## src/rtl/rtc_alarm_pkg.sv

```systemverilog
package rtc_alarm_pkg;

    localparam int NUM_ALARMS = 2;
    localparam int FIELDS     = 4;   // sec, min, hour, day/date
    localparam int AL_W       = 8;
    localparam int CTRL_W     = 7;
    localparam int STAT_W     = NUM_ALARMS + 1;
    localparam int DIV_W      = 16;

    // divider taps for each rate code
    localparam int TAP_SLOW   = DIV_W - 1;
    localparam int TAP_R1     = 3;
    localparam int TAP_R2     = 2;
    localparam int TAP_FAST   = 0;

    typedef struct packed {
        logic       osc_off;
        logic       keep_bkp;
        logic       en2;
        logic       en1;
        logic       irq_mode;
        logic [1:0] rate;
    } ctrl_t;

    typedef struct packed {
        logic                  osf;
        logic [NUM_ALARMS-1:0] flag;
    } stat_t;

    localparam ctrl_t CTRL_RST = '{osc_off: 1'b0, keep_bkp: 1'b0, en2: 1'b0,
                                   en1: 1'b0, irq_mode: 1'b0, rate: 2'b11};
    localparam stat_t STAT_RST = '{osf: 1'b1, flag: '0};

    typedef logic [FIELDS-1:0][AL_W-1:0] alarm_set_t;

    function automatic logic field_ok(input logic [AL_W-1:0] al,
                                      input logic [6:0] live);
        return al[7] | (al[6:0] == live);
    endfunction

    function automatic logic daydate_ok(input logic [AL_W-1:0] al,
                                        input logic [2:0] day,
                                        input logic [5:0] date);
        logic eq;
        eq = al[6] ? (al[5:0] == {3'b000, day}) : (al[5:0] == date);
        return al[7] | eq;
    endfunction

endpackage

```

## src/rtl/alarm_cmp.sv

```systemverilog
module alarm_cmp
    import rtc_alarm_pkg::*;
(
    input  logic       tick,
    input  logic [6:0] live_sec,
    input  logic [6:0] live_min,
    input  logic [6:0] live_hour,
    input  logic [2:0] live_day,
    input  logic [5:0] live_date,
    input  alarm_set_t al,
    output logic       hit
);
    logic sec_ok, min_ok, hour_ok, dd_ok;

    always_comb begin
        sec_ok  = field_ok(al[0], live_sec);
        min_ok  = field_ok(al[1], live_min);
        hour_ok = field_ok(al[2], live_hour);
        dd_ok   = daydate_ok(al[3], live_day, live_date);
        hit     = tick & sec_ok & min_ok & hour_ok & dd_ok;
    end
endmodule

```

## src/rtl/alarm_regs.sv

```systemverilog
module alarm_regs
    import rtc_alarm_pkg::*;
(
    input  logic                  clk,
    input  logic                  rst,
    input  logic                  ctrl_we,
    input  logic [CTRL_W-1:0]     ctrl_wdata,
    input  logic                  stat_we,
    input  logic [STAT_W-1:0]     stat_wdata,
    input  logic [NUM_ALARMS-1:0] set,
    output ctrl_t                 ctrl,
    output stat_t                 stat
);
    logic  osc_evt;
    stat_t stat_nx;

    always_comb begin
        osc_evt = ctrl_we & ctrl_wdata[CTRL_W-1] & ~ctrl.osc_off;
        stat_nx = stat;
        if (stat_we) stat_nx = stat_t'(stat & stat_wdata);
        stat_nx.flag = stat_nx.flag | set;
        stat_nx.osf  = stat_nx.osf | osc_evt;
    end

    always_ff @(posedge clk) begin
        if (rst) begin
            ctrl <= CTRL_RST;
            stat <= STAT_RST;
        end else begin
            if (ctrl_we) ctrl <= ctrl_t'(ctrl_wdata);
            stat <= stat_nx;
        end
    end

    // turning the oscillator off raises the stop flag
    a_r7_osf_on_stop: assert property (@(posedge clk) disable iff (rst)
        (ctrl_we && ctrl_wdata[CTRL_W-1] && !ctrl.osc_off) |=> stat.osf);

    for (genvar i = 0; i < NUM_ALARMS; i++) begin : g_flag_chk
        // a zero write with no set in that cycle clears the flag
        a_r6_zero_clears: assert property (@(posedge clk) disable iff (rst)
            (stat_we && !stat_wdata[i] && !set[i]) |=> !stat.flag[i]);
        // a flag only rises through a match
        a_r6_rise_needs_set: assert property (@(posedge clk) disable iff (rst)
            $rose(stat.flag[i]) |-> $past(set[i]));
    end
endmodule

```

## src/rtl/sqw_gen.sv

```systemverilog
module sqw_gen
    import rtc_alarm_pkg::*;
(
    input  logic       clk,
    input  logic       rst,
    input  logic       half_en,
    input  logic       run,
    input  logic [1:0] rate,
    output logic       level
);
    logic [DIV_W-1:0] div;

    always_ff @(posedge clk) begin
        if (rst)                div <= '0;
        else if (half_en && run) div <= div + 1'b1;
    end

    always_comb begin
        unique case (rate)
            2'd0:    level = div[TAP_SLOW];
            2'd1:    level = div[TAP_R1];
            2'd2:    level = div[TAP_R2];
            default: level = div[TAP_FAST];
        endcase
    end

    // a stopped oscillator freezes the divider
    a_r7_div_frozen: assert property (@(posedge clk) disable iff (rst)
        !run |=> $stable(div));
endmodule

```

## src/rtl/rtc_alarm_irq.sv

```systemverilog
module rtc_alarm_irq
    import rtc_alarm_pkg::*;
(
    input  logic              clk,
    input  logic              rst,
    input  logic              osc_half_en,
    input  logic              sec_tick,
    input  logic [6:0]        t_sec,
    input  logic [6:0]        t_min,
    input  logic [6:0]        t_hour,
    input  logic [2:0]        t_day,
    input  logic [5:0]        t_date,
    input  logic [7:0]        al1_sec,
    input  logic [7:0]        al1_min,
    input  logic [7:0]        al1_hour,
    input  logic [7:0]        al1_dd,
    input  logic [7:0]        al2_min,
    input  logic [7:0]        al2_hour,
    input  logic [7:0]        al2_dd,
    input  logic              ctrl_we,
    input  logic [6:0]        ctrl_wdata,
    input  logic              stat_we,
    input  logic [2:0]        stat_wdata,
    input  logic              on_backup,
    output logic [6:0]        ctrl_q,
    output logic [2:0]        stat_q,
    output logic              pin_drive_low,
    output logic              pin_hiz
);
    alarm_set_t            al_sets [NUM_ALARMS];
    logic [NUM_ALARMS-1:0] hits;
    ctrl_t                 ctrl;
    stat_t                 stat;
    logic                  wave;
    logic                  irq_act;

    // alarm 2 has no seconds byte: an unmasked 00 forces second zero
    assign al_sets[0] = {al1_dd, al1_hour, al1_min, al1_sec};
    assign al_sets[1] = {al2_dd, al2_hour, al2_min, 8'h00};

    for (genvar i = 0; i < NUM_ALARMS; i++) begin : g_alarm
        alarm_cmp u_cmp (
            .tick      (sec_tick),
            .live_sec  (t_sec),
            .live_min  (t_min),
            .live_hour (t_hour),
            .live_day  (t_day),
            .live_date (t_date),
            .al        (al_sets[i]),
            .hit       (hits[i])
        );
    end

    alarm_regs u_regs (
        .clk        (clk),
        .rst        (rst),
        .ctrl_we    (ctrl_we),
        .ctrl_wdata (ctrl_wdata),
        .stat_we    (stat_we),
        .stat_wdata (stat_wdata),
        .set        (hits),
        .ctrl       (ctrl),
        .stat       (stat)
    );

    sqw_gen u_sqw (
        .clk     (clk),
        .rst     (rst),
        .half_en (osc_half_en),
        .run     (~ctrl.osc_off),
        .rate    (ctrl.rate),
        .level   (wave)
    );

    always_comb begin
        irq_act       = |(stat.flag & {ctrl.en2, ctrl.en1});
        pin_hiz       = on_backup & ~ctrl.keep_bkp;
        pin_drive_low = ~pin_hiz & (ctrl.irq_mode ? irq_act : ~wave);
        ctrl_q        = ctrl;
        stat_q        = stat;
    end

    // flags rise only after a seconds tick
    a_r5_flag1_after_tick: assert property (@(posedge clk) disable iff (rst)
        $rose(stat_q[0]) |-> $past(sec_tick));
    a_r5_flag2_after_tick: assert property (@(posedge clk) disable iff (rst)
        $rose(stat_q[1]) |-> $past(sec_tick));
    // in interrupt mode no enabled flag means a released pin
    a_r8_irq_idle: assert property (@(posedge clk) disable iff (rst)
        (ctrl_q[2] && !(stat_q[0] && ctrl_q[3]) && !(stat_q[1] && ctrl_q[4]))
            |-> !pin_drive_low);
    // a released pin never drives
    a_r10_hiz_quiet: assert property (@(posedge clk) disable iff (rst)
        pin_hiz |-> !pin_drive_low);
endmodule

```

## config.mk

```make
export PLATFORM = sky130hd
export DESIGN_NAME = rtc_alarm_irq
export DESIGN_NICKNAME = d
export VERILOG_FILES = /design/src/rtl/rtc_alarm_pkg.sv /design/src/rtl/alarm_cmp.sv /design/src/rtl/alarm_regs.sv /design/src/rtl/sqw_gen.sv /design/src/rtl/rtc_alarm_irq.sv
export SDC_FILE = /design/constraint.sdc
export NUM_CORES = 1
export LEC_CHECK = 0
export BUFFER_PORTS_ARGS = -buffer_cell sky130_fd_sc_hd__buf_2
export CAP_MARGIN = 20
export CORE_UTILIZATION = 40
export DETAILED_ROUTE_END_ITERATION = 10
export GPL_TIMING_DRIVEN = 0
export HOLD_SLACK_MARGIN = 0.15
export PLACE_DENSITY = 0.77
export RECOVER_POWER = 25
export SLEW_MARGIN = 20
export SYNTH_ARGS = -nofsm -noshare
export SYNTH_HDL_FRONTEND = slang
export SYNTH_HIERARCHICAL = 1
export SYNTH_SLANG_ARGS = --single-unit
```

## constraint.sdc

```tcl
create_clock -name clk -period 1.6 [get_ports clk]
set_input_delay 0.16 -clock clk [delete_from_list [all_inputs] [get_ports clk]]
set_output_delay 0.16 -clock clk [all_outputs]
set_load 0.01 [all_outputs]
```

==> impl_metrics.env, run 1 <==
export IMPL_status="finished, violations left"
export IMPL_violations="setup timing"
export IMPL_cp_data_required_time_ps=1440
export IMPL_htreeDepth=1
export IMPL_p_total_mw=1.73
export IMPL_ant_nets=0
export IMPL_seq_area_um2=543
export IMPL_crit_chain="mux4_2 -> nor2b_4 -> a211oi_2 -> buf_2"
export IMPL_drt_wirelength_per_cell_um=12.7
export IMPL_grt_pass1_wl_um=8480
export IMPL_die_w_um=72.7
export IMPL_cp_slowest_cell="mux4_2"
export IMPL_cts_sinks=26
export IMPL_place_congestion=0.813
export IMPL_synth_area_top_cells="dfxtp_1, xnor2_1, xor2_1"
export IMPL_cap_violations=0
export IMPL_nNetsFinal=464
export IMPL_synth_seq_cells=26
export IMPL_grt_max_degree=16
export IMPL_fin_worst_skew_ps=4.39
export IMPL_m1WireLength_um=2350
export IMPL_drc=0
export IMPL_worst_slack_ps=-129
export IMPL_synthCells=223
export IMPL_pre_cts_ws_ps=-54.8
export IMPL_synthArstFlopShare_pct=0
export IMPL_finalSetupViolCount=3
export IMPL_dpl_instance_area_um2=2660
export IMPL_dr_wl_met2_um=2770
export IMPL_cts_root_buf="clkbuf_8"
export IMPL_hold_viol=0
export IMPL_io_pins=115
export IMPL_vias_per_cell=4.85
export IMPL_post_synth_top_count_cell="xnor2_1"
export IMPL_yosysUniqueCellTypes=42
export IMPL_min_period_over_period_pct=108
export IMPL_grt_pass1_vias=1992
export IMPL_synth_flop_cell="dfxtp_1"
export IMPL_io_buffers=110
export IMPL_crit_path_start_kind="flip-flop"
export IMPL_synthTopCellsByCount="xnor2_1, dfxtp_1, xor2_1"
export IMPL_rsz0062_at_grt="true"
export IMPL_ir_worst_vdd_mv=0.342
export IMPL_vias=2068
export IMPL_yosysTopAreaCellShare_pct=26.0
export IMPL_worstHoldPathType="input pin to flip-flop"
export IMPL_coreArea_um2=4750
export IMPL_synth_edf_count=0
export IMPL_clkLatencyLatePin_ps=270
export IMPL_diodes=0
export IMPL_cts_buffer_depth=2
export IMPL_die_area_um2=5280
export IMPL_tritoncts="done"
export IMPL_drive_gt1_share_pct=45.1
export IMPL_ys_warn_count=6
export IMPL_clk_pin_slew_ps=90
export IMPL_grt_overflow=0
export IMPL_multi_input_area_um2=1500
export IMPL_dp_hpwl_um=4310
export IMPL_fmax_ghz=0.578
export IMPL_fin_crit_ps=1730
export IMPL_drtPass1Iterations=4
export IMPL_antenna_found_initial=0
export IMPL_track_usage_pct=20.5
export IMPL_power_per_cell_area_nw_per_um2=586
export IMPL_worstSetupPathType="flip-flop to output pin"
export IMPL_routed_wl_um=5430
export IMPL_top_layer_used="met4"
export IMPL_fill_cells=444
export IMPL_avgSynthCellArea_um2=8.96
export IMPL_first_iter_violations=73
export IMPL_leakage_nw=1.24
export IMPL_die_h_um=72.7
export IMPL_area_growth_pct=47.4
export IMPL_initial_core_util_pct=42.0
export IMPL_cts_inserted_buffers=3
export IMPL_rows=25
export IMPL_cp_max_fo=2
export IMPL_arrival_ps=1570
export IMPL_netlist_top_cell_by_area="dfxtp_1"
export IMPL_synth_area_um2=2000
export IMPL_wl_met3_um=232
export IMPL_critical_path_endpoint_type="output pin"
export IMPL_slew_violations=0
export IMPL_stdcell_area_um2=2950
export IMPL_critical_path_max_stage_delay_ps=500
export IMPL_ys_seq_area_share_pct=26.0
-- routing by layer --
layer  global-route usage (%)  vias to the layer above
met4                     6.10                        0
met5                        0                        -
met3                     3.45                        8
met1                     23.5                      939
li1                         -                     1059
met2                     38.5                       62
-- cells by family after synthesis --
logic type	count (synthesis)	synth area share, %
flip-flops	26	26.0
adder cells (fa/ha/maj)	1	0.626
multiplexers	10	6.89
buffers and inverters	9	3.26
XOR/XNOR	62	27.9
AO/OA/AOI/OAI	31	10.4
AND/OR/NAND/NOR	83	24.7
other	1	0.188
-- flip-flops by register name (all words and copies together), names as in the netlist --
name and count:
u_sqw/div 16, u_regs/stat 3, u_regs/ctrl 7
-- cells in the final DEF (no fill, tap or decap), types with 6 or more instances in the layout --
| master | count |
|---|---|
| a21oi_1 | 7 |
| mux2i_1 | 7 |
| buf_2 | 109 |
| o21ai_0 | 6 |
| nor4_1 | 8 |
| dfxtp_1 | 14 |
| dfxtp_2 | 9 |
| nor2_1 | 21 |
| xor2_1 | 24 |
| conb_1 | 8 |
| dlygate4sd3_1 | 7 |
| xnor2_1 | 36 |
| nand2_1 | 10 |
| buf_4 | 6 |
| nand4_1 | 10 |
-- through the flow --
| stage | utilization, % | instances | TNS (ps) | hold slack [ps] |
|---|---|---|---|---|
| 4_1_cts | 60.2 | 422 | -131 | 173 |
| 3_5_place_dp | 55.9 | 407 | -71.4 | 384 |
| 5_1_grt | 61.9 | 426 | -515 | 186 |
| 3_3_place_gp | 55.9 | 407 | -40.5 | 365 |
| 6_report | 61.9 | 426 | -217 | 180 |
| 2_1_floorplan | - | 230 | 0 | 278 |
-- final cells by class --
class                   count  share of cell area, %
multi-input cells         195                   50.8
repair buffers            125                   23.3
flip-flops and latches     26                   18.4
well taps                  67                   2.85
plain buffers               6                   1.83
clock buffers               3                   1.40
clock inverters             1                   1.02
inverters                   3                  0.382
-- critical path, delay by kind of cell, from the launching register on --
kind | cells | cell delay (ps)
flops | 1 | 360
mux | 1 | 500
buf+inv | 1 | 160
simple gates | 1 | 140
compound gates | 1 | 140
-- final timing paths --
kind,from,end,slack [ps],depth (start not counted)
worst max-delay path,u_regs/ctrl[1],pin_drive_low,-130,4
worst min-delay path,ctrl_we,u_regs/ctrl[0],180,2
worst max register to register,u_sqw/div[0],u_sqw/div[13],-50,5
worst min register to register,u_regs/stat[2],u_regs/stat[2],470,2
-- power breakdown --
part	leakage (nW)	total (mW)	internal (mW)	switching (mW)
clock	0.0357	0.546	0.335	0.211
sequential	0.217	0.685	0.665	0.0204
combinational	0.983	0.494	0.275	0.220
total	1.24	1.73	1.27	0.450
-- what timing repair did --
action                                  CTS  global route
setup buffers                             4             4
hold buffers                              7             0
pin swaps                                 2             7
gates resized for setup                  16            13
endpoints found under the setup margin    4             6
endpoints found under the hold margin     8             0
gates cloned                              0             0
No activity file was read; power rests on OpenSTA's default activity.
==> run 2, diff against run 1 <==
Settings changed: ABC_AREA from default to 1, CORE_UTILIZATION 40 to 43, PLACE_DENSITY 0.77 to 0.78.
==> impl_metrics.env, run 2 <==
export IMPL_status="completed"
export IMPL_synth_area_top_cells="nand2_1, dfxtp_1, inv_1"
export IMPL_drtPass1Iterations=4
export IMPL_dpl_instance_area_um2=3160
export IMPL_fin_worst_skew_ps=9.05
export IMPL_fin_setup_tns_ps=0
export IMPL_cts_buffer_depth=2
export IMPL_area_growth_pct=35.4
export IMPL_seqPwrFrac_pct=39.3
export IMPL_synth_compound_area_share_pct=9.22
export IMPL_synthTopCellsByCount="nand2_1, inv_1, nor2_1"
export IMPL_routed_wl_um=6140
export IMPL_track_usage_pct=20.6
export IMPL_crit_chain="inv_1 -> a211oi_1 -> or2_4 -> nand2_2 -> nand2_2 -> nor2_2 -> buf_2"
export IMPL_synthXorXnorAreaFrac_pct=4.28
export IMPL_cp_data_required_time_ps=1440
export IMPL_ys_seq_area_share_pct=21.2
export IMPL_synthArstFlopShare_pct=0
export IMPL_combPwrFrac_pct=29.9
export IMPL_clockPowerShare_pct=30.8
export IMPL_critPathBufInv=2
export IMPL_top_layer_used="met4"
export IMPL_htreeDepth=1
export IMPL_rows=27
export IMPL_fmax_ghz=0.651
export IMPL_netSwitchingPower_mw=0.494
export IMPL_vias_per_cell=4.50
export IMPL_place_congestion=0.861
export IMPL_worstHoldPathType="input pin to flip-flop"
export IMPL_layoutNonFillerInstCount=683
export IMPL_m1WireLength_um=2550
export IMPL_synthSimpleGateAreaFrac_pct=48.0
export IMPL_whs_ps=159
export IMPL_arrival_ps=1380
export IMPL_largestRegisters="u_sqw/div: 16 flops, u_regs/ctrl: 7 flops, u_regs/stat: 3 flops"
export IMPL_cts_root_buf="clkbuf_8"
export IMPL_tritoncts="done"
export IMPL_largest_register="u_sqw/div"
export IMPL_drt_wirelength_per_cell_um=8.99
export IMPL_critical_path_endpoint_type="output pin"
export IMPL_grt_max_degree=16
export IMPL_p_total_mw=1.74
export IMPL_die_h_um=77.6
export IMPL_clk_pin_slew_ps=90
export IMPL_min_period_over_period_pct=96.0
export IMPL_drive_gt1_share_pct=24.2
export IMPL_synth_seq_cells=26
export IMPL_synth_top_family_by_area="simple AND/OR/NAND/NOR gates"
export IMPL_synthMuxAreaShare_pct=0
export IMPL_netlist_top_cell_by_area="nand2_1"
export IMPL_synth_edf_count=0
export IMPL_initial_core_util_pct=44.6
export IMPL_cp_max_fo=3
export IMPL_die_area_um2=6020
export IMPL_layout_commonest_cell="nand2_1"
export IMPL_antenna_found_initial=0
export IMPL_yosysUniqueCellTypes=28
export IMPL_coreArea_um2=5510
export IMPL_crit_path_start_kind="flip-flop"
export IMPL_synth_fa_ha_area_share_pct=0.509
export IMPL_pre_cts_ws_ps=266
export IMPL_dp_cells=671
export IMPL_yosysTopAreaCellShare_pct=29.5
export IMPL_io_pins=115
export IMPL_dp_hpwl_um=5270
export IMPL_p_sw_share_pct=28.4
export IMPL_slew_violations=0
export IMPL_crit_cells=7
export IMPL_crit_top_cell="nand2_2"
export IMPL_largest_register_ffs=16
export IMPL_nNetsFinal=716
export IMPL_worstSetupPathType="flip-flop to output pin"
export IMPL_ant_nets=0
export IMPL_finalSetupViolCount=0
export IMPL_internal_power_mw=1.25
export IMPL_grt_overflow=0
export IMPL_synth_flop_cell="dfxtp_1"
export IMPL_critical_path_max_stage_delay_ps=370
export IMPL_cts_sinks=26
export IMPL_first_iter_violations=130
export IMPL_grt_pass1_wl_um=10400
export IMPL_wl_met3_um=272
export IMPL_worst_slack_ps=63.5
export IMPL_cp_slowest_cell="dfxtp_1"
export IMPL_drc=0
export IMPL_final_cell_mix="nand2_1, buf_2, inv_1"
export IMPL_synthCells=475
export IMPL_ys_warn_count=6
export IMPL_fin_util_pct=60.4
export IMPL_grt_pass1_vias=2792
export IMPL_path_delay_family="flip-flops"
export IMPL_leakage_nw=2.03
export IMPL_power_per_cell_area_nw_per_um2=523
export IMPL_clkLatencyLatePin_ps=270
export IMPL_avgSynthCellArea_um2=5.17
export IMPL_post_synth_top_count_cell="nand2_1"
export IMPL_ir_worst_vdd_mv=0.332
export IMPL_synth_area_um2=2460
export IMPL_rr_worst_depth=8
export IMPL_diodes=0
export IMPL_hold_viol=0
export IMPL_die_w_um=77.6
export IMPL_fin_crit_ps=1540
export IMPL_io_buffers=114
export IMPL_whs_path_depth=3
export IMPL_cap_violations=0
export IMPL_vias=3076
export IMPL_stdcell_area_um2=3330
export IMPL_dr_wl_met2_um=3180
export IMPL_cts_inserted_buffers=3
-- run 2: final cells by class --
type | instances | area (µm²)
Fill cell | 545 | 2180
Clock inverter | 1 | 30.0
Buffer | 1 | 5.00
Inverter | 108 | 405
Tap cell | 72 | 90.1
Clock buffer | 3 | 41.3
Timing Repair Buffer | 122 | 647
Multi-Input combinational cell | 350 | 1580
Sequential cell | 26 | 528
-- run 2: cell families (layout without fill, tap and decap cells) --
group / after synthesis / in the layout
simple gates: 284 / 284
fa+ha+maj: 1 / 1
flops: 26 / 26
other cells: 1 / 11
xor+xnor: 12 / 12
compound gates: 42 / 42
buf+inv: 109 / 235
-- run 2: final timing paths --
check / from / end / slack [ps]
min: ctrl_wdata[6] / u_regs/ctrl[6] / 160
max: u_sqw/div[3] / pin_drive_low / 60
min reg2reg: u_sqw/div[6] / u_sqw/div[6] / 490
max reg2reg: u_sqw/div[1] / u_sqw/div[14] / 250
-- run 2: routing by layer --
metal | global-route usage, % | vias to the layer above
li1 | - | 1660
met1 | 20.9 | 1314
met2 | 42.5 | 89
met3 | 2.00 | 13
met4 | 7.17 | 0
met5 | 0 | -
-- run 2: tightest hold or removal path: stages --
cell and delay, ps:
buf_2 100, nand2_2 60, a21oi_1 50
-- run 2: power by group through the flow --
stage	sequential, mW	combinational, mW	clock (mW)
6_report	0.684	0.521	0.537
5_1_grt	0.687	0.600	0.583
4_1_cts	0.685	0.516	0.551
3_5_place_dp	0.699	0.500	0
3_3_place_gp	0.698	0.481	0
2_1_floorplan	0.702	0.267	0
-- run 2: repair_timing --
item	4_1_cts	5_1_grt
gates resized for setup	4	8
setup endpoints to repair	1	1
endpoints found under the hold margin	7	0
buffers inserted	0	1
hold buffers	7	0
pin swaps	0	4
==> run 3, diff against run 2 <==
Settings changed: CORE_MARGIN from default to 1.5.
==> impl_metrics.env, run 3 (same netlist as run 2, synthesis figures left out) <==
export IMPL_cts_root_buf="clkbuf_8"
export IMPL_seqPwrFrac_pct=42.1
export IMPL_clkLatencyLatePin_ps=270
export IMPL_ir_worst_vdd_mv=0.267
export IMPL_grt_max_degree=15
export IMPL_vias=3023
export IMPL_cap_violations=0
export IMPL_grt_pass1_wl_um=10500
export IMPL_cp_data_required_time_ps=1440
export IMPL_area_growth_pct=34.6
export IMPL_fin_worst_skew_ps=6.64
export IMPL_p_total_mw=1.62
export IMPL_power_per_cell_area_nw_per_um2=491
export IMPL_drtPass1Iterations=5
export IMPL_largest_register_ffs=16
export IMPL_nNetsFinal=717
export IMPL_arrival_ps=1330
export IMPL_routed_wl_um=6220
export IMPL_setup_worst_path_start="u_sqw/div[2]"
export IMPL_vias_per_cell=4.42
export IMPL_p_sw_share_pct=30.3
export IMPL_io_buffers=114
export IMPL_largest_register="u_sqw/div"
export IMPL_tritoncts="done"
export IMPL_cts_sinks=26
export IMPL_netSwitchingPower_mw=0.491
export IMPL_place_congestion=0.851
export IMPL_rsz0062_at_grt="false"
export IMPL_slew_violations=0
export IMPL_dp_hpwl_um=5320
export IMPL_cts_buffer_depth=2
export IMPL_hold_viol=0
export IMPL_drt_wirelength_per_cell_um=9.09
export IMPL_diodes=0
export IMPL_min_period_over_period_pct=93.3
export IMPL_cp_max_fo=2
export IMPL_finalSetupViolCount=0
export IMPL_rows=27
export IMPL_crit_path_start_kind="flip-flop"
export IMPL_combPwrFrac_pct=31.9
export IMPL_r2r_end="u_sqw/div[10]"
export IMPL_min_delay_start="rst"
export IMPL_clockPowerShare_pct=26.0
export IMPL_whs_endpoint="u_regs/ctrl[6]"
export IMPL_antenna_found_initial=0
export IMPL_htreeDepth=1
export IMPL_fin_setup_tns_ps=0
export IMPL_largestRegisters="u_sqw/div: 16 flops, u_regs/ctrl: 7 flops, u_regs/stat: 3 flops"
export IMPL_critical_path_endpoint_type="output pin"
export IMPL_grt_pass1_vias=2707
export IMPL_worstHoldPathType="input pin to flip-flop"
export IMPL_rr_worst_depth=7
export IMPL_die_w_um=78.6
export IMPL_fin_crit_ps=1490
export IMPL_first_iter_violations=135
export IMPL_drive_gt1_share_pct=23.4
export IMPL_cts_inserted_buffers=3
export IMPL_drc=0
export IMPL_internal_power_mw=1.13
export IMPL_layout_commonest_cell="nand2_1"
export IMPL_leakage_nw=2.02
export IMPL_initial_core_util_pct=44.6
export IMPL_r2r_slack_ps=240
export IMPL_coreArea_um2=5510
export IMPL_worstSetupPathType="flip-flop to output pin"
export IMPL_track_usage_pct=20.5
export IMPL_grt_overflow=0
export IMPL_io_pins=115
export IMPL_whs_path_depth=2
export IMPL_whs_ps=175
export IMPL_r2r_start="u_sqw/div[1]"
export IMPL_die_h_um=78.6
export IMPL_stdcell_area_um2=3310
export IMPL_ant_nets=0
export IMPL_fill_cells=564
export IMPL_dpl_instance_area_um2=3160
export IMPL_final_cell_mix="nand2_1, buf_2, inv_1"
export IMPL_clk_pin_slew_ps=90
export IMPL_die_area_um2=6180
export IMPL_fmax_ghz=0.670
export IMPL_status="completed"
## run 3: power groups by stage
stage,combinational (mW),clock [mW],sequential [mW]
2_1_floorplan,0.267,0,0.702
3_3_place_gp,0.484,0,0.697
3_5_place_dp,0.502,0,0.699
4_1_cts,0.519,0.439,0.683
5_1_grt,0.598,0.474,0.687
6_report,0.519,0.421,0.683
## run 3: through the flow
step | instances | setup slack (ps) | util (%)
2_1_floorplan | 485 | 331 | -
3_3_place_gp | 671 | 264 | 57.3
3_5_place_dp | 671 | 256 | 57.3
4_1_cts | 683 | 0.559 | 59.8
5_1_grt | 684 | 1.55 | 60.1
6_report | 684 | 107 | 60.1
## run 3: worst max path at each step
stage / cells past startpoint / slack [ps] / end
after floorplan: 6 / 330 / pin_drive_low
after global placement: 7 / 260 / pin_drive_low
after detailed placement: 7 / 260 / u_sqw/div[10]
after CTS: 7 / 0.6 / pin_drive_low
after global routing: 7 / 2 / pin_drive_low
final: 7 / 110 / pin_drive_low
## run 3: cell type report
class	instances	area, µm²	share of cell area (%)
Clock buffer	4	55.1	1.66
Tap cell	72	90.1	2.72
Buffer	1	5.00	0.151
Inverter	108	405	12.3
Sequential cell	26	527	15.9
Multi-Input combinational cell	350	1570	47.5
Timing Repair Buffer	123	654	19.8
## run 3: worst max-delay path, cell delays in order (launching register included)
cell and delay (ps):
dfxtp_4 360, o21ai_2 120, a21oi_1 50, or2_4 240
nand2_1 60, nand2_1 50, nor2_1 70, buf_2 130
## run 3: metal layers
layer / part of all wire [%] / wire, µm / vias up / GRT usage, %
met4: 1.7 / 108 / 0 / 6.96
met3: 5.1 / 320 / 10 / 3.26
met1: 41 / 2540 / 1277 / 22.2
met2: 52 / 3250 / 79 / 39.7
met5: 0 / 0 / - / 0
li1: - / - / 1657 / -
## run 3: repair_timing
item | 4_1_cts | 5_1_grt
endpoints found under the setup margin | 1 | 1
resized for setup | 4 | 4
pin swaps | 0 | 2
hold endpoints to repair | 7 | 1
gates cloned | 0 | 0
buffers inserted | 1 | 0
hold buffers | 7 | 1
